File: config.mk
export PLATFORM = sky130hd
export DESIGN_NAME = holdoff_ramp_seq
export DESIGN_NICKNAME = d
export VERILOG_FILES = /design/src/rtl/holdoff_ramp_seq.sv
export SDC_FILE = /design/constraint.sdc
export NUM_CORES = 1
export LEC_CHECK = 0
export BUFFER_PORTS_ARGS = -buffer_cell sky130_fd_sc_hd__clkbuf_2
export CAP_MARGIN = 20
export CORE_MARGIN = 5
export CORE_UTILIZATION = 33
export CTS_BUF_LIST = sky130_fd_sc_hd__clkbuf_4
export DETAILED_ROUTE_END_ITERATION = 6
export HOLD_SLACK_MARGIN = 0.06
export RECOVER_POWER = 100
export SLEW_MARGIN = 0
export SYNTH_ARGS = -nofsm -noshare
export SYNTH_HDL_FRONTEND = slang
export SYNTH_SLANG_ARGS = --single-unit
File: constraint.sdc
create_clock -name clk -period 2.8 [get_ports clk]
set_input_delay 0 -clock clk [delete_from_list [all_inputs] [get_ports clk]]
set_output_delay 0 -clock clk [all_outputs]
set_load 0.005 [all_outputs]
File: src/rtl/holdoff_ramp_seq.sv
module holdoff_ramp_seq #(
  parameter int CNT_W  = 16,
  parameter int ADDR_W = 6,
  parameter int REST_W = 8
) (
  input  logic              clk,
  input  logic              rst_n,
  input  logic              sync_i,
  input  logic [CNT_W-1:0]  hold_cnt_i,
  input  logic [ADDR_W:0]   ramp_len_i,
  input  logic [REST_W-1:0] rest_len_i,
  output logic [ADDR_W-1:0] addr_o,
  output logic              active_o,
  output logic              rest_o
);
  localparam int LEN_W   = ADDR_W + 1;
  localparam int MAX_LEN = 1 << ADDR_W;

  typedef enum logic [2:0] {S_IDLE, S_COUNT, S_DOWN, S_REST, S_UP} state_t;

  state_t            state_q;
  logic [CNT_W-1:0]  cnt_q;
  logic [REST_W-1:0] rest_q;
  logic [ADDR_W-1:0] addr_q;
  logic [LEN_W-1:0]  len_eff;
  logic [LEN_W-1:0]  last_w;
  logic              at_last;

  assign len_eff = (ramp_len_i == '0) ? LEN_W'(1) :
                   (ramp_len_i > LEN_W'(MAX_LEN)) ? LEN_W'(MAX_LEN) : ramp_len_i;
  assign last_w  = len_eff - LEN_W'(1);
  assign at_last = ({1'b0, addr_q} == last_w);

  always_ff @(posedge clk or negedge rst_n) begin
    if (!rst_n) begin
      state_q <= S_IDLE;
      cnt_q   <= '0;
      rest_q  <= '0;
      addr_q  <= '0;
    end else if (sync_i) begin
      state_q <= S_COUNT;
      cnt_q   <= hold_cnt_i;
    end else begin
      case (state_q)
        S_COUNT: begin
          if (cnt_q <= CNT_W'(1)) begin
            state_q <= S_DOWN;
            addr_q  <= last_w[ADDR_W-1:0];
          end else begin
            cnt_q <= cnt_q - CNT_W'(1);
          end
        end
        S_DOWN: begin
          if (addr_q == '0) begin
            if (rest_len_i == '0) begin
              state_q <= S_UP;
            end else begin
              state_q <= S_REST;
              rest_q  <= rest_len_i;
            end
          end else begin
            addr_q <= addr_q - ADDR_W'(1);
          end
        end
        S_REST: begin
          if (rest_q <= REST_W'(1)) state_q <= S_UP;
          else rest_q <= rest_q - REST_W'(1);
        end
        S_UP: begin
          if (at_last) state_q <= S_IDLE;
          else addr_q <= addr_q + ADDR_W'(1);
        end
        default: ;
      endcase
    end
  end

  assign addr_o   = addr_q;
  assign active_o = (state_q == S_DOWN) || (state_q == S_REST) || (state_q == S_UP);
  assign rest_o   = (state_q == S_REST);

  p_trigger_at_one_r2: assert property (@(posedge clk) disable iff (!rst_n)
    $rose(active_o) |-> ($past(state_q) == S_COUNT) && ($past(cnt_q) <= CNT_W'(1)));

  p_sync_aborts_r10: assert property (@(posedge clk) disable iff (!rst_n)
    sync_i |=> !active_o && !rest_o);

  p_down_step_r5: assert property (@(posedge clk) disable iff (!rst_n)
    (state_q == S_DOWN && addr_q != '0 && !sync_i) |=> (addr_o == $past(addr_o) - ADDR_W'(1)) && active_o);

  p_rest_addr_r6: assert property (@(posedge clk) disable iff (!rst_n)
    rest_o |-> addr_o == '0);

  p_up_step_r8: assert property (@(posedge clk) disable iff (!rst_n)
    (state_q == S_UP && !at_last && !sync_i) |=> addr_o == $past(addr_o) + ADDR_W'(1));

  p_up_end_r8: assert property (@(posedge clk) disable iff (!rst_n)
    (state_q == S_UP && at_last && !sync_i) |=> !active_o && $stable(addr_o));

  p_rest_in_active_r11: assert property (@(posedge clk) disable iff (!rst_n)
    rest_o |-> active_o);
endmodule

# Yosys cells after proc, flatten, opt, wreduce, memory -nomap -nowiden
# Cells that the tools add are included.
[op_classes] eq_ne=16 n_reduce_logical=13 magnitude_cmp=3 n_bitwise=1 n_addsub=5 n_mux=20
[op_table] operator="2-to-1 mux 16 bit" n=3
[op_table] operator="2-to-1 mux 8 bit" n=3
[op_table] operator="2-to-1 mux 3 bit" n=6
[op_table] operator="2-to-1 mux 6 bit" n=3
[op_table] operator="one-hot mux 6 bit (3 select lines)" n=1
[op_table] operator="<= comparator 16 x 1 -> 1 bit, second input constant" n=1
[op_table] operator="one-hot mux 8 bit (2 select lines)" n=1
[op_table] operator="subtractor 16 x 1 -> 16 bit, second input constant" n=1
[op_table] operator="AND reduction 5 bit" n=3
[op_table] operator="2-to-1 mux 7 bit" n=2
[op_table] operator="!= test 2 bit, second input constant" n=7
[op_table] operator="one-hot mux 3 bit (4 select lines)" n=1
[op_table] operator="!= test 3 bit, second input constant" n=3
[op_table] operator="<= comparator 8 x 1 -> 1 bit, second input constant" n=1
[op_table] operator="zero test 8 bit" n=1
[op_table] operator="subtractor 8 x 1 -> 8 bit, second input constant" n=1
[op_table] operator="equality test 6 x 7 -> 1 bit" n=1
[op_table] operator="> comparator 7 bit, second input constant" n=1
[op_table] operator="zero test 7 bit" n=1
[op_table] operator="subtractor 7 x 1 -> 7 bit, second input constant" n=1
[op_table] operator="adder 6 x 1 -> 6 bit, second input constant" n=1
[op_table] operator="equality test 3 x 2 -> 1 bit, second input constant" n=2
[op_table] operator="zero test 6 bit" n=1
[op_table] operator="subtractor 6 x 1 -> 6 bit, second input constant" n=1
[op_table] operator="other kinds (9)" n=11
[word_totals] ff_bits=33 out_inout_bits=8 word_cells=62 in_bits=34

# Logic depth before layout (Yosys ltp)
# Gate-level depths: netlist (run 1).
[depth] word_depth=8 ltp_mapped=14 mapped_depth_nobuf=12

# Least setup slack after synthesis (run 1)
# No wires, ideal clock.
[synth_timing] kind="input to register" from="input port ramp_len_i[3]" to="register addr_q[1] (netlist: addr_o[1])" path_stages=14 setup_ns=0.125 n_path_buf=2 required_time_ns=2.675 slack_ns=-0.189 arrival_ns=2.864 path_cell_list="clkbuf_1 > nor3_1 > and2_1 > nor2_1 > or2_2 > ha_1 > buf_2 > nor3b_1 > o311ai_0 > xor2_1 > nor4_1 > o211ai_1 > nand2_4 > mux2_4"
[synth_between] elab_chain_cells=7
[synth_lines] element="from (decl)" line_no="10" rtl="input logic [ADDR_W:0] ramp_len_i,"
[synth_lines] element="> comparator 7 bit" line_no="30" rtl="(ramp_len_i > LEN_W'(MAX_LEN)) ? LEN_W'(MAX_LEN) : ramp_len_i;"
[synth_lines] element="2-to-1 mux 7 bit" line_no="30"
[synth_lines] element="2-to-1 mux 7 bit (*)" line_no="29" rtl="assign len_eff = (ramp_len_i == '0) ? LEN_W'(1) :"
[synth_lines] element="subtractor 7 x 1 -> 7 bit (*)" line_no="31" rtl="assign last_w = len_eff - LEN_W'(1);"
[synth_lines] element="equality test 6 x 7 -> 1 bit" line_no="32" rtl="assign at_last = ({1'b0, addr_q} == last_w);"
[synth_lines] element="!= test 2 bit (no line)"
[synth_lines] element="AND reduction 5 bit (no line)"
[synth_lines] element="to (signal assigned)" line_no="48" rtl="addr_q <= last_w[ADDR_W-1:0];"
[synth_lines] element="to (signal assigned)" line_no="62" rtl="addr_q <= addr_q - ADDR_W'(1);"
[synth_lines] element="to (signal assigned)" line_no="71" rtl="else addr_q <= addr_q + ADDR_W'(1);"
[synth_lines] element="to (decl)" line_no="24" rtl="logic [ADDR_W-1:0] addr_q;"
# Every way passes the cells marked *; elsewhere a longest branch is shown, timed or not. The select of a mux whose other input is x is not followed.
# A chain may end at the register's enable or synchronous reset.

# Worst setup path in the final report (run 1)
[layout_timing] from="register state_q[1]" to="register addr_q[5] (netlist: addr_o[5])"
[layout_between] elab_chain_cells=3
[layout_lines] element="from (decl)" line_no="21" rtl="state_t state_q;"
[layout_lines] element="from (signal assigned)" line_no="36" rtl="state_q <= S_IDLE;"
[layout_lines] element="from (signal assigned)" line_no="41" rtl="state_q <= S_COUNT;"
[layout_lines] element="from (signal assigned)" line_no="47" rtl="state_q <= S_DOWN;"
[layout_lines] element="equality test 3 x 2 -> 1 bit (tied with other cells)" line_no="44" rtl="case (state_q)"
[layout_lines] element="!= test 2 bit (no line) / nonzero test 3 bit (equally long branches)"
[layout_lines] element="AND reduction 5 bit (no line)"
# Parallel ways exist; a longest one is shown, timed or not.

==> results of run 1 <==
==> cell usage after synthesis, types with 2 or more instances <==
cell type,count,area (um^2)
nand2_1,30,113
nand3_1,5,25.0
or4_1,2,15.0
mux2_2,2,22.5
clkinv_1,2,7.51
o211ai_1,3,22.5
nand2b_1,5,31.3
or3_1,5,31.3
and2_1,2,12.5
a31o_2,2,17.5
or2_2,2,12.5
nor3_1,14,70.1
a31oi_1,5,31.3
mux2_4,4,60.1
o31ai_1,3,22.5
o22ai_1,2,12.5
nor3b_1,4,30.0
a211oi_1,3,22.5
a21o_1,4,30.0
inv_1,9,33.8
xnor2_1,13,114
clkbuf_1,12,45.0
o21bai_1,3,22.5
nor4_1,5,31.3
dfrtp_1,33,826
a21oi_1,16,80.1
o21a_1,2,15.0
o21ai_0,28,140
xor2_1,9,78.8
ha_1,9,113
nor2_1,32,120
==> registers in the layout, indices dropped and copies added, names as in the netlist <==
| register | flops |
|---|---|
| cnt_q | 16 |
| rest_q | 8 |
| addr_o | 6 |
| state_q | 3 |
==> layer usage <==
layer	track usage	up-vias	wire (um)
met4	0.0292	0	50
met2	0.221	39	2930
li1	-	1210	-
met5	0	-	0
met1	0.170	1120	2850
met3	0.0302	6	268
==> final cells by class <==
type,instances,share of cell area
multi-input cells,238,0.497
inverters,11,0.0130
repair buffers,81,0.173
flip-flops and latches,33,0.261
well taps,99,0.0391
clock buffers,6,0.0142
clock inverters,2,0.00316
==> critical path, delay by kind of cell (launching register included) <==
kind / cells / cell delay [ns]
buf+inv: 3 / 0.33
compound gates: 6 / 1.05
flops: 1 / 0.39
xor+xnor: 1 / 0.12
simple gates: 2 / 0.27
fa+ha+maj: 1 / 0.32
==> timing repair <==
item                                   4_1_cts  5_1_grt
endpoints found under the hold margin       55        0
hold buffers                                23        0
gates resized for setup                      0        2
setup endpoints to repair                    0        1
==> power breakdown <==
group	internal, mW	leakage (nW)	switching [mW]	total, mW
Sequential	0.631	0.395	0.221	0.852
Combinational	0.654	0.904	0.711	1.37
Clock	0.105	0.0354	0.161	0.267
==> worst paths after layout <==
| check | start | end | slack (ns) |
|---|---|---|---|
| min in group asynchronous | rst_n | rest_q[5]$_DFFE_PN0P_ | 0.70 |
| setup / recovery | state_q[1]$_DFFE_PN0P_ | addr_o[5]$_DFFE_PN0P_ | 0.20 |
| hold / removal | rest_len_i[7] | rest_q[7]$_DFFE_PN0P_ | 0.08 |
| setup reg to reg | state_q[1]$_DFFE_PN0P_ | addr_o[5]$_DFFE_PN0P_ | 0.20 |
| hold reg to reg | rest_q[1]$_DFFE_PN0P_ | rest_q[1]$_DFFE_PN0P_ | 0.54 |
| max in group asynchronous | rst_n | cnt_q[13]$_DFFE_PN0P_ | 1.03 |
==> cell usage in the layout, fill, tap and decap left out, drive strengths merged, types with 2 or more instances in the layout <==
cell	instances
ha	9
inv	10
o21ai	28
nand3	5
nor3	16
or3	5
nand2b	6
clkinv	3
a31oi	6
a211oi	3
xor2	9
o22ai	2
or2	2
dlygate4sd3	23
nand2	31
o31ai	3
buf	14
o211ai	3
clkbuf	50
nor4	5
and2	2
o21bai	3
a21oi	16
a21o	4
dfrtp	33
mux2	6
nor2	32
xnor2	13
a31o	2
nor3b	4
o21a	2
or4	3
==> through the flow <==
stage / power (mW) / util / cells / hold slack, ns
4_1_cts: 2.51 / 0.437 / 470 / 0.0669
3_3_place_gp: 2.18 / 0.398 / 439 / 0.167
5_1_grt: 2.74 / 0.435 / 470 / 0.120
3_5_place_dp: 2.21 / 0.398 / 439 / 0.160
6_report: 2.48 / 0.435 / 470 / 0.0805
2_1_floorplan: 1.81 / - / 295 / -0.296
==> cells by family after synthesis <==
group	count (synthesis)	share of synthesized area
AOI/OAI and AO/OA	84	0.228
xor gates and xnor gates	22	0.0774
adders and majority gates	10	0.0533
buffers and inverters	24	0.0367
DFF	33	0.332
muxes	7	0.0372
and+or+nand+nor	115	0.236
==> flow_summary.yaml, run 1 <==
run_status:
  status: "finished with violations"
  violations: "max-capacitance violations, max-slew violations"
placed_design:
  place_area_um2: 2900
  routabilityCongestion: 0.808
  hpwl_um: 4420
  port_buffers: 41
  dp_slack_ns: -0.0627
yosys:
  synth-seq-cells: 33
  syn_avg_cell_area_um2: 8.44
  synth_area_um2: 2490
  yosysSeqAreaShare: 0.332
  async_reset_ff_frac: 1.00
  synth_nets: 339
  synthCells: 295
  synth.distinct_cells: 56
  ys_warn_count: 0
  synth_ff_type: "dfrtp_1"
  synth_edf_count: 0
route:
  drt-wirelength-per-cell_um: 13.0
  ant_nets: 0
  drt_iter0_drc: 132
  wl_um: 6090
  viasPerCell: 5.05
  drc: 0
  via_count: 2375
  first_pass_iters: 4
worst_setup_path:
  path_cells: "inv_1 > nand2_1 > nor2_1 > inv_2 > clkbuf_1 > ha_1 > o21ai_0 > o21bai_1 > a21oi_1 > xnor2_1 > a211o_1 > a31o_2 > o21a_1"
  cp-start-kind: "register"
  crit_required_ns: 3.02
  crit_fanout: 4
  cp.arrival_ns: 2.82
  slowest_delay_ns: 0.39
  critPathKind: "reg -> reg"
  cp_slowest_cell: "dfrtp_1"
  endpoint_kind: "register"
  ff2ff_path_depth: 13
clock_network:
  numCtsBuffers: 5
  cts_tree: "yes"
  clkSlewWorstSetupHoldPaths_ns: 0.10
  clock_sinks: 33
  htreeDepth: 2
  post-cts-setup-buffers: 0
  clock-root-buffer: "clkbuf_4"
  cts.path.max_buffers: 2
  worstSkewPairLatency_ns: 0.33
timing:
  hold_viol_final: 0
  worst_slew_pin_slew_ns: 1.85
  min_period_ns: 2.60
  skew_ns: 0.00992
  relSlewSlack: -0.234
  fin_crit_sh: 0.929
  fin_ws_ns: 0.198
  setup_viol: 0
  tns_ns: 0
  fmax_ghz: 0.384
  rsz0062_at_grt: "no"
  maxSlewViolCount: 34
grt:
  antenna_found_initial: 0
  grt_pass1_vias: 2333
  grt_pass1_wl_um: 10500
  overflow: 0
  grt_max_degree: 39
  grt_usage: 0.131
die:
  dieWidth_um: 96.8
  core_um2: 7290
  ios: 42
  placementRows: 31
  die-area_um2: 9380
  start_util: 0.341
  dieHeight_um: 96.8
finish:
  nFillCells: 755
  multi_input_area_um2: 1580
  num-nets-final: 414
  diodes: 0
  layout-drive-gt1-share: 0.213
  area_delta_synth_final_pct: 27.4
  design_area_um2: 3170
  regArea_um2: 826
pwr:
  leakage_nw: 1.33
  max-vdd-ir-drop_uv: 337
  powerDensity_nw_per_um2: 784
hold_path:
  whs_path_depth: 4
  hold_class: "in -> reg"
flow_run:
  maxCapViolCount: 1
(Power assumes the default switching activity.)
==> inputs of run 2 (changes only) <==
--- a/config.mk
+++ b/config.mk
@@ -7,11 +7,14 @@
 export LEC_CHECK = 0
 export BUFFER_PORTS_ARGS = -buffer_cell sky130_fd_sc_hd__clkbuf_2
 export CAP_MARGIN = 20
+export CELL_PAD_IN_SITES_DETAIL_PLACEMENT = 1
+export CELL_PAD_IN_SITES_GLOBAL_PLACEMENT = 2
 export CORE_MARGIN = 5
-export CORE_UTILIZATION = 33
+export CORE_UTILIZATION = 31
 export CTS_BUF_LIST = sky130_fd_sc_hd__clkbuf_4
 export DETAILED_ROUTE_END_ITERATION = 6
 export HOLD_SLACK_MARGIN = 0.06
+export PLACE_DENSITY_LB_ADDON = 0.1
 export RECOVER_POWER = 100
 export SLEW_MARGIN = 0
 export SYNTH_ARGS = -nofsm -noshare
==> run 2 against run 1 <==
Against the previous run:
- the flow still finishes with violations (max-capacitance violations, max-slew violations)
- via count increased by 3.3%
- clock power grew 75%
- sequential power hardly changed
- core utilization is 0.95 points lower
- first-iteration DRC count shrank 37%
- largest power group unchanged
==> flow_summary.yaml, run 2 (synthesis gave the netlist of run 1 again) <==
clock_network:
  post-cts-setup-buffers: 0
  cts_tree: "yes"
  clock-root-buffer: "clkbuf_4"
  clkSlewWorstSetupHoldPaths_ns: 0.13
  htreeDepth: 2
  clock_sinks: 33
  numCtsBuffers: 5
  worstSkewPairLatency_ns: 0.35
  cts.path.max_buffers: 2
route:
  drt_iter0_drc: 83
  ant_nets: 0
  wl_um: 7120
  drc: 0
  drt-wirelength-per-cell_um: 14.8
  viasPerCell: 5.09
  first_pass_iters: 4
  via_count: 2454
timing:
  tns_ns: 0
  maxSlewViolCount: 34
  skew_ns: 0.0167
  fin_ws_ns: 0.226
  min_period_ns: 2.57
  worst_slew_pin_slew_ns: 2.02
  hold_viol_final: 0
  setup_viol: 0
  rsz0062_at_grt: "no"
  fin_crit_sh: 0.919
  fmax_ghz: 0.388
  relSlewSlack: -0.346
worst_setup_path:
  crit_fanout: 5
  crit_required_ns: 3.04
  endpoint_kind: "register"
  cp.arrival_ns: 2.81
  critPathKind: "in -> reg"
  cp-start-kind: "input pin"
placed_design:
  place_area_um2: 2970
  dp_slack_ns: -0.0724
  hpwl_um: 5130
  routabilityCongestion: 0.753
  port_buffers: 41
grt:
  grt_pass1_vias: 2550
  grt_usage: 0.151
  grt_max_degree: 34
  overflow: 0
  antenna_found_initial: 0
  grt_pass1_wl_um: 12200
run_status:
  violations: "max-capacitance violations, max-slew violations"
  status: "finished with violations"
hold_path:
  hold_class: "in -> reg"
die:
  dieHeight_um: 99.6
  die-area_um2: 9920
  core_um2: 7770
  placementRows: 32
  dieWidth_um: 99.6
  start_util: 0.320
  ios: 42
finish:
  area_delta_synth_final_pct: 32.7
  final_common_cell: "clkbuf_2"
  diodes: 0
  num-nets-final: 423
  design_area_um2: 3300
  largest_reg_flops: 16
  final_cell_mix: "clkbuf_2, dfrtp_1, nor2_1, nand2_1, o21ai_0"
  layout-drive-gt1-share: 0.239
  regMostFlops: "cnt_q"
  fin_util: 0.425
pwr:
  leakage_nw: 1.41
  powerDensity_nw_per_um2: 833
  max-vdd-ir-drop_uv: 244
flow_run:
  maxCapViolCount: 1
run 2: changes by cell type in the layout (fill, tap and decap cells not counted), sizes merged:
| cell | delta |
|---|---|
| bufinv | +2 |
| clkinv | -1 |
| clkbuf | -4 |
| buf | +11 |
| dlygate4sd3 | +1 |
run 2: worst paths after layout:
path / startpoint / end / cells past startpoint / slack, ns
setup / recovery: ramp_len_i[5] / addr_o[4]$_DFFE_PN0P_ / 14 / 0.23
setup reg to reg: state_q[1]$_DFFE_PN0P_ / addr_o[5]$_DFFE_PN0P_ / 13 / 0.25
hold / removal: sync_i / state_q[1]$_DFFE_PN0P_ / 2 / 0.06
max in group asynchronous: rst_n / rest_q[7]$_DFFE_PN0P_ / 2 / 0.89
hold reg to reg: rest_q[1]$_DFFE_PN0P_ / rest_q[1]$_DFFE_PN0P_ / 2 / 0.53
min in group asynchronous: rst_n / cnt_q[0]$_DFFE_PN0P_ / 2 / 0.75
run 2: area by class of cell:
class / instances / area (um^2)
repair buffers: 90 / 624
flip-flops and latches: 33 / 826
inverters: 11 / 41.3
well taps: 102 / 128
clock buffers: 5 / 37.5
fillers: 964 / 4470
clock inverters: 3 / 65.1
multi-input cells: 238 / 1580
run 2: metal layers:
| layer | part of all wire | vias to the layer above | global-route usage |
|---|---|---|---|
| met5 | 0 | - | 0 |
| met4 | 0.013 | 0 | 0.0378 |
| met3 | 0.036 | 9 | 0.0273 |
| met2 | 0.47 | 37 | 0.255 |
| met1 | 0.48 | 1182 | 0.199 |
| li1 | - | 1226 | - |
run 2: report_power, final:
group          internal, mW  total (mW)  switching, mW
Clock                 0.276       0.468          0.191
Sequential            0.631       0.852          0.221
Combinational         0.686        1.43          0.744
run 2: stage by stage:
step	power, mW	instances	hold WS [ns]
4_1_cts	2.79	482	0.0668
3_5_place_dp	2.28	450	0.206
5_1_grt	2.99	482	0.0821
6_report	2.75	482	0.0581
2_1_floorplan	1.81	295	-0.296
3_3_place_gp	2.26	450	0.198
run 2: what timing repair did:
item                       4_1_cts  5_1_grt
gates resized for setup          0        3
hold endpoints to repair        56        0
hold buffers                    24        0
setup endpoints to repair        0        1
run 2: critical path, cell delays in order:
cell and delay [ns]:
clkbuf_1 0.09, nor3_1 0.26, and2_4 0.19, nor2_1 0.05, or2_2 0.28, ha_1 0.19
nor3b_1 0.14, o311ai_1 0.40, xor2_1 0.12, nor4_1 0.31, buf_4 0.16, o211ai_1 0.16
nand2_4 0.16, mux2_4 0.30
==> inputs of run 3 (changes only) <==
--- a/config.mk
+++ b/config.mk
@@ -9,8 +9,7 @@
 export CAP_MARGIN = 20
 export CELL_PAD_IN_SITES_DETAIL_PLACEMENT = 1
 export CELL_PAD_IN_SITES_GLOBAL_PLACEMENT = 2
-export CORE_MARGIN = 5
-export CORE_UTILIZATION = 31
+export CORE_UTILIZATION = 33
 export CTS_BUF_LIST = sky130_fd_sc_hd__clkbuf_4
 export DETAILED_ROUTE_END_ITERATION = 6
 export HOLD_SLACK_MARGIN = 0.06
==> constraint.sdc (replaced) <==
create_clock -name clk -period 2.55 [get_ports clk]
set_input_delay 0 -clock clk [delete_from_list [all_inputs] [get_ports clk]]
set_output_delay 0 -clock clk [all_outputs]
set_load 0.005 [all_outputs]
==> run 3 against run 2 <==
Against the previous run:
- the flow still finishes with violations (max-capacitance violations, max-slew violations)
- first-iteration DRC count shrank 39%
- design area rose by 3.6%
- count of clock-buffer cells in the layout unchanged
- global-route usage up 4.5 points
- final cell count is 1.7% higher
- clock skew up 0.0011 ns
- register-to-register slack worse by 0.24 ns
- clock power fell by 14%
- sequential power rose by 8.2%
- sequential share of layout area is 0.88 points lower
- hold slack better by 0.020 ns
- power is 12% higher
- highest routed layer unchanged
==> flow_summary.yaml, run 3 (synthesis gave the netlist of run 1 again) <==
run_status:
  status: "finished with violations"
  violations: "max-capacitance violations, max-slew violations"
timing:
  fmax_ghz: 0.394
  min_period_ns: 2.54
  maxSlewViolCount: 34
  fin_crit_sh: 0.996
  worst_slew_pin_slew_ns: 1.97
  relSlewSlack: -0.315
  rsz0062_at_grt: "yes"
  skew_ns: 0.0178
  setup_viol: 0
  hold_viol_final: 0
  holdWs_ns: 0.0779
  fin_ws_ns: 0.0101
die:
  die-area_um2: 7890
  core_um2: 7250
  dieHeight_um: 88.8
  start_util: 0.343
  ios: 42
  dieWidth_um: 88.8
  placementRows: 31
route:
  viasPerCell: 5.08
  first_pass_iters: 4
  drt-wirelength-per-cell_um: 14.8
  via_count: 2487
  ant_nets: 0
  wl_um: 7260
  drt_iter0_drc: 51
  drc: 0
pwr:
  p_int_mw: 1.75
  combPwrFrac: 0.568
  p_total_mw: 3.07
  p_switching_mw: 1.32
  power_frac_seq: 0.300
  powerDensity_nw_per_um2: 897
  max-vdd-ir-drop_uv: 287
  switching_share: 0.431
  power_frac_clock: 0.132
  leakage_nw: 1.46
grt:
  grt_usage: 0.196
  grt_pass1_vias: 2535
  grt_max_degree: 34
  overflow: 0
  grt_pass1_wl_um: 12000
  antenna_found_initial: 0
finish:
  area_delta_synth_final_pct: 37.5
  largest_reg_flops: 16
  nFillCells: 898
  final_common_cell: "clkbuf_2"
  fin_util: 0.472
  final_cell_mix: "clkbuf_2, dfrtp_1, buf_4, nand2_1, nor2_1"
  regMostFlops: "cnt_q"
  diodes: 0
  layout-drive-gt1-share: 0.281
  num-nets-final: 434
worst_setup_path:
  endpoint_kind: "register"
  path_cells: "inv_1 > nand2_1 > nor2_2 > clkinv_2 > ha_1 > a211oi_2 > o21bai_1 > a21oi_1 > xnor2_1 > a211o_1 > a31o_2 > o21a_1"
  cp-start-kind: "register"
  crit_required_ns: 2.78
  crit_fanout: 4
  critPathKind: "reg -> reg"
  path_buf_inv: 2
  cp.arrival_ns: 2.77
  slowest_delay_ns: 0.40
  cpLargestDelayFamily: "compound AO/OA/AOI/OAI gates"
  cp_slowest_cell: "dfrtp_1"
placed_design:
  hpwl_um: 5340
  dp_slack_ns: -0.260
  routabilityCongestion: 0.763
  port_buffers: 41
clock_network:
  htreeDepth: 2
  cts_tree: "yes"
  numCtsBuffers: 5
  cts.path.max_buffers: 2
  clock-root-buffer: "clkbuf_4"
  worstSkewPairLatency_ns: 0.34
  clkSlewWorstSetupHoldPaths_ns: 0.12
  clock_sinks: 33
hold_path:
  hold_class: "in -> reg"
flow_run:
  maxCapViolCount: 1
run 3: cell count changes in the layout (fill, tap and decap cells not counted), sizes merged:
cell,before,now
clkbuf,46,47
bufinv,2,1
inv,10,9
buf,25,35
clkinv,2,3
clkinvlp,0,1
run 3: area by class of cell:
cell class / count / area (um^2) / area share
clock buffers: 5 / 37.5 / 0.0110
clock inverters: 3 / 41.3 / 0.0121
inverters: 11 / 42.5 / 0.0124
multi-input cells: 238 / 1640 / 0.480
flip-flops and latches: 33 / 826 / 0.241
well taps: 99 / 124 / 0.0362
repair buffers: 101 / 708 / 0.207
run 3: what timing repair did:
| action | in CTS | in global routing |
|---|---|---|
| hold endpoints to repair | 56 | 0 |
| setup endpoints to repair | 1 | 4 |
| hold buffers | 24 | 0 |
| pin swaps | 0 | 7 |
| buffers inserted | 0 | 2 |
| resized for setup | 2 | 5 |
run 3: power groups by stage:
stage	logic, mW	registers [mW]	clock network, mW
floorplan	1.11	0.878	0
global placement	1.63	0.924	0
detailed placement	1.67	0.926	0
CTS	1.72	0.919	0.416
global route	1.97	0.953	0.432
finish	1.74	0.922	0.404
run 3: worst paths after layout:
check	from	to	slack, ns	depth (start not counted)
min reg2reg	rest_q[1]$_DFFE_PN0P_	rest_q[1]$_DFFE_PN0P_	0.54	2
max reg2reg	state_q[1]$_DFFE_PN0P_	addr_o[5]$_DFFE_PN0P_	0.01	12
min	rest_len_i[3]	rest_q[3]$_DFFE_PN0P_	0.08	4
max in group asynchronous	rst_n	cnt_q[12]$_DFFE_PN0P_	0.67	2
max	state_q[1]$_DFFE_PN0P_	addr_o[5]$_DFFE_PN0P_	0.01	12
min in group asynchronous	rst_n	rest_q[2]$_DFFE_PN0P_	0.75	2
run 3: layer usage:
metal | part of all wire | global-route usage | vias to the layer above
li1 | - | - | 1255
met1 | 0.47 | 0.250 | 1204
met2 | 0.51 | 0.350 | 24
met3 | 0.018 | 0.0317 | 4
met4 | 0.0061 | 0.0396 | 0
met5 | 0 | 0 | -
run 3: worst reg2reg max path, stage by stage, from the launching register on:
cell and delay (ns):
dfrtp_1 0.40, inv_1 0.09, nand2_1 0.09, nor2_2 0.16
clkinv_2 0.12, ha_1 0.33, a211oi_2 0.25, o21bai_1 0.10
a21oi_1 0.16, xnor2_1 0.13, a211o_1 0.29, a31o_2 0.23
o21a_1 0.09
run 3: per-stage QoR:
stage,cells,area (um^2),TNS (ns)
6_report,490,3420,0
3_3_place_gp,456,3070,-0.855
2_1_floorplan,295,2560,-0.407
3_5_place_dp,456,3070,-1.52
4_1_cts,488,3390,0
5_1_grt,490,3420,-0.189
